--- config.mk ---
export PLATFORM = sky130hd
export DESIGN_NAME = bfc_top
export DESIGN_NICKNAME = d
export VERILOG_FILES = /design/src/rtl/bfc_pkg.sv /design/src/rtl/bfc_capture.sv /design/src/rtl/bfc_regs.sv /design/src/rtl/bfc_top.sv
export SDC_FILE = /design/constraint.sdc
export NUM_CORES = 1
export LEC_CHECK = 0
export ABC_AREA = 1
export BUFFER_PORTS_ARGS = -buffer_cell sky130_fd_sc_hd__buf_2
export CAP_MARGIN = 5
export CORE_MARGIN = 2
export CORE_UTILIZATION = 38
export DETAILED_ROUTE_END_ITERATION = 6
export HOLD_SLACK_MARGIN = 0.02
export PLACE_DENSITY = 0.7
export RECOVER_POWER = 50
export SLEW_MARGIN = 20
export SYNTH_ARGS = -nofsm -noshare
export SYNTH_HDL_FRONTEND = slang
export SYNTH_SLANG_ARGS = --single-unit
--- constraint.sdc ---
create_clock -name clk -period 2.45 [get_ports clk]
set_input_delay 0.245 -clock clk [delete_from_list [all_inputs] [get_ports clk]]
set_output_delay 0.245 -clock clk [all_outputs]
set_load 0.01 [all_outputs]
--- src/rtl/bfc_pkg.sv ---
package bfc_pkg;

    localparam int ADDR_W  = 32;
    localparam int BSIZE_W = 3;
    localparam int OFF_W   = 2;

    typedef enum logic [1:0] {
        XF_SINGLE   = 2'd0,
        XF_BURST_RD = 2'd1,
        XF_BURST_WR = 2'd2,
        XF_RSVD     = 2'd3
    } xfer_kind_e;

    localparam logic [OFF_W-1:0] OFF_FADDR  = 2'd0;
    localparam logic [OFF_W-1:0] OFF_ENABLE = 2'd1;
    localparam logic [OFF_W-1:0] OFF_STATUS = 2'd2;

    typedef struct packed {
        logic                  hit;
        logic [ADDR_W-1:0]     addr;
        xfer_kind_e            kind;
        logic [BSIZE_W-1:0]    bsize;
    } fault_evt_t;

    function automatic logic [ADDR_W-1:0] low_bits_mask(input logic [BSIZE_W-1:0] bsize);
        return (ADDR_W'(1) << bsize) - ADDR_W'(1);
    endfunction

endpackage

--- src/rtl/bfc_capture.sv ---
module bfc_capture
    import bfc_pkg::*;
(
    input  logic              clk,
    input  logic              rst,
    input  fault_evt_t        evt,
    output logic [ADDR_W-1:0] fault_addr
);

    logic [ADDR_W-1:0] next_addr;

    always_comb begin
        if (evt.kind == XF_BURST_WR)
            next_addr = evt.addr & ~low_bits_mask(evt.bsize);
        else
            next_addr = evt.addr;
    end

    always_ff @(posedge clk) begin
        if (rst)
            fault_addr <= '0;
        else if (evt.hit)
            fault_addr <= next_addr;
    end

    // the register only moves on a fault
    a_r4_hold_without_fault: assert property (@(posedge clk) disable iff (rst)
        !evt.hit |=> $stable(fault_addr));

    // exact capture for non burst-write faults
    a_r2_exact_capture: assert property (@(posedge clk) disable iff (rst)
        (evt.hit && evt.kind != XF_BURST_WR) |=> (fault_addr == $past(evt.addr)));

    // bits below the burst boundary are zero after a burst-write fault
    a_r3_burst_mask: assert property (@(posedge clk) disable iff (rst)
        (evt.hit && evt.kind == XF_BURST_WR) |=>
        ((fault_addr & low_bits_mask($past(evt.bsize))) == '0));

endmodule

--- src/rtl/bfc_regs.sv ---
module bfc_regs
    import bfc_pkg::*;
(
    input  logic              clk,
    input  logic              rst,
    input  logic              fault_hit,
    input  logic [ADDR_W-1:0] fault_addr,
    input  logic              reg_sel,
    input  logic              reg_wr,
    input  logic [OFF_W-1:0]  reg_off,
    input  logic [ADDR_W-1:0] reg_wdata,
    output logic [ADDR_W-1:0] reg_rdata,
    output logic              irq
);

    logic pending;
    logic enable;
    logic wr_stb, rd_stb, clr_req;
    logic [ADDR_W-1:0] rd_mux;

    assign wr_stb  = reg_sel && reg_wr;
    assign rd_stb  = reg_sel && !reg_wr;
    assign clr_req = wr_stb && (reg_off == OFF_STATUS) && reg_wdata[0];

    always_ff @(posedge clk) begin
        if (rst)
            pending <= 1'b0;
        else if (fault_hit)
            pending <= 1'b1;
        else if (clr_req)
            pending <= 1'b0;
    end

    always_ff @(posedge clk) begin
        if (rst)
            enable <= 1'b0;
        else if (wr_stb && reg_off == OFF_ENABLE)
            enable <= reg_wdata[0];
    end

    always_comb begin
        case (reg_off)
            OFF_FADDR:  rd_mux = fault_addr;
            OFF_ENABLE: rd_mux = {{(ADDR_W-1){1'b0}}, enable};
            OFF_STATUS: rd_mux = {{(ADDR_W-1){1'b0}}, pending};
            default:    rd_mux = '0;
        endcase
    end

    always_ff @(posedge clk) begin
        if (rst)
            reg_rdata <= '0;
        else if (rd_stb)
            reg_rdata <= rd_mux;
        else
            reg_rdata <= '0;
    end

    assign irq = pending && enable;

    // a fault always leaves the flag set, even with a clear in the same cycle
    a_r8_fault_wins: assert property (@(posedge clk) disable iff (rst)
        fault_hit |=> pending);

    // a clear without a concurrent fault drops the flag
    a_r7_clear_drops: assert property (@(posedge clk) disable iff (rst)
        (clr_req && !fault_hit) |=> !pending);

    // offset 3 reads zero
    a_r9_unmapped_zero: assert property (@(posedge clk) disable iff (rst)
        (rd_stb && reg_off == 2'd3) |=> (reg_rdata == '0));

endmodule

--- src/rtl/bfc_top.sv ---
module bfc_top
    import bfc_pkg::*;
(
    input  logic               clk,
    input  logic               rst,
    input  logic               acc_valid,
    input  logic               acc_err,
    input  logic [31:0]        acc_addr,
    input  logic [1:0]         acc_kind,
    input  logic [2:0]         acc_bsize,
    input  logic               reg_sel,
    input  logic               reg_wr,
    input  logic [1:0]         reg_off,
    input  logic [31:0]        reg_wdata,
    output logic [31:0]        reg_rdata,
    output logic               irq
);

    fault_evt_t        evt;
    logic [ADDR_W-1:0] fault_addr;

    always_comb begin
        evt.hit   = acc_valid && acc_err;
        evt.addr  = acc_addr;
        evt.kind  = xfer_kind_e'(acc_kind);
        evt.bsize = acc_bsize;
    end

    bfc_capture u_capture (
        .clk        (clk),
        .rst        (rst),
        .evt        (evt),
        .fault_addr (fault_addr)
    );

    bfc_regs u_regs (
        .clk        (clk),
        .rst        (rst),
        .fault_hit  (evt.hit),
        .fault_addr (fault_addr),
        .reg_sel    (reg_sel),
        .reg_wr     (reg_wr),
        .reg_off    (reg_off),
        .reg_wdata  (reg_wdata),
        .reg_rdata  (reg_rdata),
        .irq        (irq)
    );

endmodule

==> flow_metrics.py <==
metrics = {
    "clocking": {
        "cts.sinks": 66,
        "ctsHoldBuffers": 0,
        "cts_inserted_buffers": 9,
        "clock_latency_ns": 0.33,
        "postCtsSetupBuffers": 0,
        "cts_tree": "built",
        "clockBufferDepth": 2,
        "cts_resized": 0,
        "cts_root_buffer": "clkbuf_8",
        "cts.clk_slew.worst_paths_ns": 0.07,
        "htreeDepth": 3,
    },
    "synthesis": {
        "ys_seq_elements": 66,
        "syn_area_per_cell_um2": 8.160,
        "syn_inst": 280,
        "syn-num-nets": 358,
        "synth-compound-area-share_pct": 11.39,
        "synth_xor_area_share_pct": 0,
        "ys_warn_count": 0,
        "syn-cell-area_um2": 2285,
        "synth_fa_ha_area_share_pct": 0.5476,
        "synth_top_family_by_area": "simple AND/OR/NAND/NOR gates",
        "yosysSeqAreaShare_pct": 57.83,
        "synthSimpleGateAreaFrac_pct": 22.73,
        "synthTopCellsByArea": "dfxtp_1 58%, nor2_1 9.7%, nand2_1 8.1%",
        "yosysTopAreaCell": "dfxtp_1",
        "synthMuxAreaShare_pct": 0,
        "yosysTopAreaCellShare_pct": 57.83,
        "synth.distinct_cells": 19,
    },
    "layout": {
        "drive_above_1_share_pct": 22.16,
        "mostFrequentLayoutCell": "dfxtp_1",
        "final_cell_area_um2": 2872,
        "area_growth_pct": 25.68,
        "diodes": 0,
        "post-route-util_pct": 49.08,
        "layout_common_cells": "66 x dfxtp_1, 61 x buf_2, 59 x nor2_1",
        "fin_nets": 434,
    },
    "critical_path": {
        "crit_chain": "clkbuf_1 -> inv_1 -> nand2_2 -> nor3_1",
        "crit_slowest_cell": "inv_1",
        "crit_fanout": 33,
        "startpoint": "rst",
        "start_kind": "primary input",
        "ff2ff_path_depth": 4,
        "timing.rr.start": "u_regs.enable$_SDFFE_PP0P_",
        "worst_ep_required_time_ns": 2.69,
        "crit_type": "in -> reg",
        "arrival_ns": 1.86,
        "cp_slowest_stage_delay_ns": 0.65,
        "r2r_end": "u_regs.reg_rdata[0]$_SDFF_PP0_",
        "cp-end-kind": "register",
        "r2r_slack_ns": 1.72,
    },
    "die": {
        "die_area_um2": 6649,
        "die_height_um": 81.54,
        "core-area_um2": 5851,
        "start_util_pct": 39.05,
        "io_pins": 110,
        "num_rows": 28,
        "dieWidth_um": 81.54,
    },
    "worst_hold_path": {
        "hold_path_depth": 2,
        "hold_path_end": "u_regs.pending$_SDFFE_PP0P_",
        "hp-start": "rst",
        "hold_path_class": "in -> reg",
    },
    "global_routing": {
        "antenna_found_initial": 0,
        "grt_max_degree": 34,
        "grt_pass1_vias": 1771,
        "grt_pass1_wl_um": 7596,
        "grt_usage_pct": 15.37,
        "grt_overflow": 0,
    },
    "sta": {
        "setup_viol": 0,
        "fin_crit_ns": 1.620,
        "hold_viol": 0,
        "finalCritPeriodShare_pct": 66.11,
        "fin_skew_ns": 0.008211,
        "slew_viol_final": 0,
        "worst_pin_slew_ns": 1.289,
        "rsz0062_at_grt": "no",
        "fmax_mhz": 617.4,
        "relSlewSlack_pct": 14.10,
        "tns_ns": 0,
    },
    "route": {
        "drc": 0,
        "viasPerCell": 4.459,
        "routed_wl_um": 4718,
        "drt-initial-drc-count": 66,
        "ant_nets": 0,
        "drtPass1Iterations": 4,
        "vias": 1944,
        "avgRoutedWirePerCell_um": 10.82,
    },
    "place": {
        "place.port_buffers": 78,
        "placed_area_um2": 2680,
        "gp_congestion": 0.7857,
        "dp_hpwl_um": 3083,
    },
    "power_and_ir_drop": {
        "ir_drop_uv": 338.5,
        "leakagePower_uw": 0.001276,
        "powerDensity_nw_per_um2": 794.4,
    },
    "flow_run": {
        "drv_cap": 0,
    },
    "run_status": {
        "status": "finished, final reports clean",
    },
}
## area by class of cell
cell class	instances	area [um^2]
Fill cell	611	2979
Clock inverter	5	77.57
Tap cell	75	93.84
Clock buffer	11	141.4
Sequential cell	66	1321
Multi-Input combinational cell	180	789.5
Timing Repair Buffer	79	372.9
Inverter	20	75.07
## cells by family after synthesis
logic type | Yosys count
DFF | 66
adders and majority gates | 1
AOI/OAI and AO/OA | 52
buffers and inverters | 34
and+or+nand+nor | 127
## critical path: cells and delay by family
family / cells / cell delay [ns]
buffers and inverters: 2 / 0.76
and+or+nand+nor: 2 / 0.86
## through the flow
step	setup slack [ns]	hold WS [ns]	power, uW	cells
floorplan	1.404	0.3141	1253	280
global placement	0.8375	0.4262	1307	420
detailed placement	0.7960	0.4292	1312	420
CTS	1.152	0.1058	2305	436
global route	0.5460	0.1387	2386	436
finish	0.8302	0.1513	2281	436
## how the worst max path moves through the flow
stage | endpoint | slack [ns] | cells past startpoint
2_1_floorplan | u_capture.fault_addr[7]$_SDFFE_PP0P_ | 1.40 | 7
3_3_place_gp | u_regs.reg_rdata[26]$_SDFF_PP0_ | 0.84 | 4
3_5_place_dp | u_regs.reg_rdata[30]$_SDFF_PP0_ | 0.80 | 4
4_1_cts | u_regs.reg_rdata[29]$_SDFF_PP0_ | 1.15 | 4
5_1_grt | u_regs.reg_rdata[26]$_SDFF_PP0_ | 0.55 | 4
6_report | u_regs.reg_rdata[29]$_SDFF_PP0_ | 0.83 | 4
## cells in the mapped netlist (all sizes together)
library cell  number
inv               20
nor3               8
dfxtp             66
o21ai             33
nand2             51
or2                1
nand3              5
buf               11
nor2              61
nand3b             1
a21oi             19
ha                 1
clkbuf             3
## state kept, by name (all words and copies together) (netlist names)
register	flops
u_capture.fault_addr	32
u_regs.enable	1
u_regs.pending	1
u_regs.reg_rdata	32
## routing by layer
metal	global-route usage, %	wire, um	up-vias
met3	4.286	266	7
li1	-	-	1031
met5	0	0	-
met1	17.89	2180	860
met2	25.16	2195	46
met4	9.153	76	0
## power by group
| part | internal, uW | switching, uW | total, uW | leakage (uW) |
|---|---|---|---|---|
| sequential | 1110 | 15.4 | 1130 | 0.000538 |
| clock | 598 | 401 | 998 | 0.000109 |
| combinational | 61.6 | 94.7 | 156 | 0.000628 |
| total | 1770 | 511 | 2280 | 0.00128 |
Power figures use the tool's default switching activity.
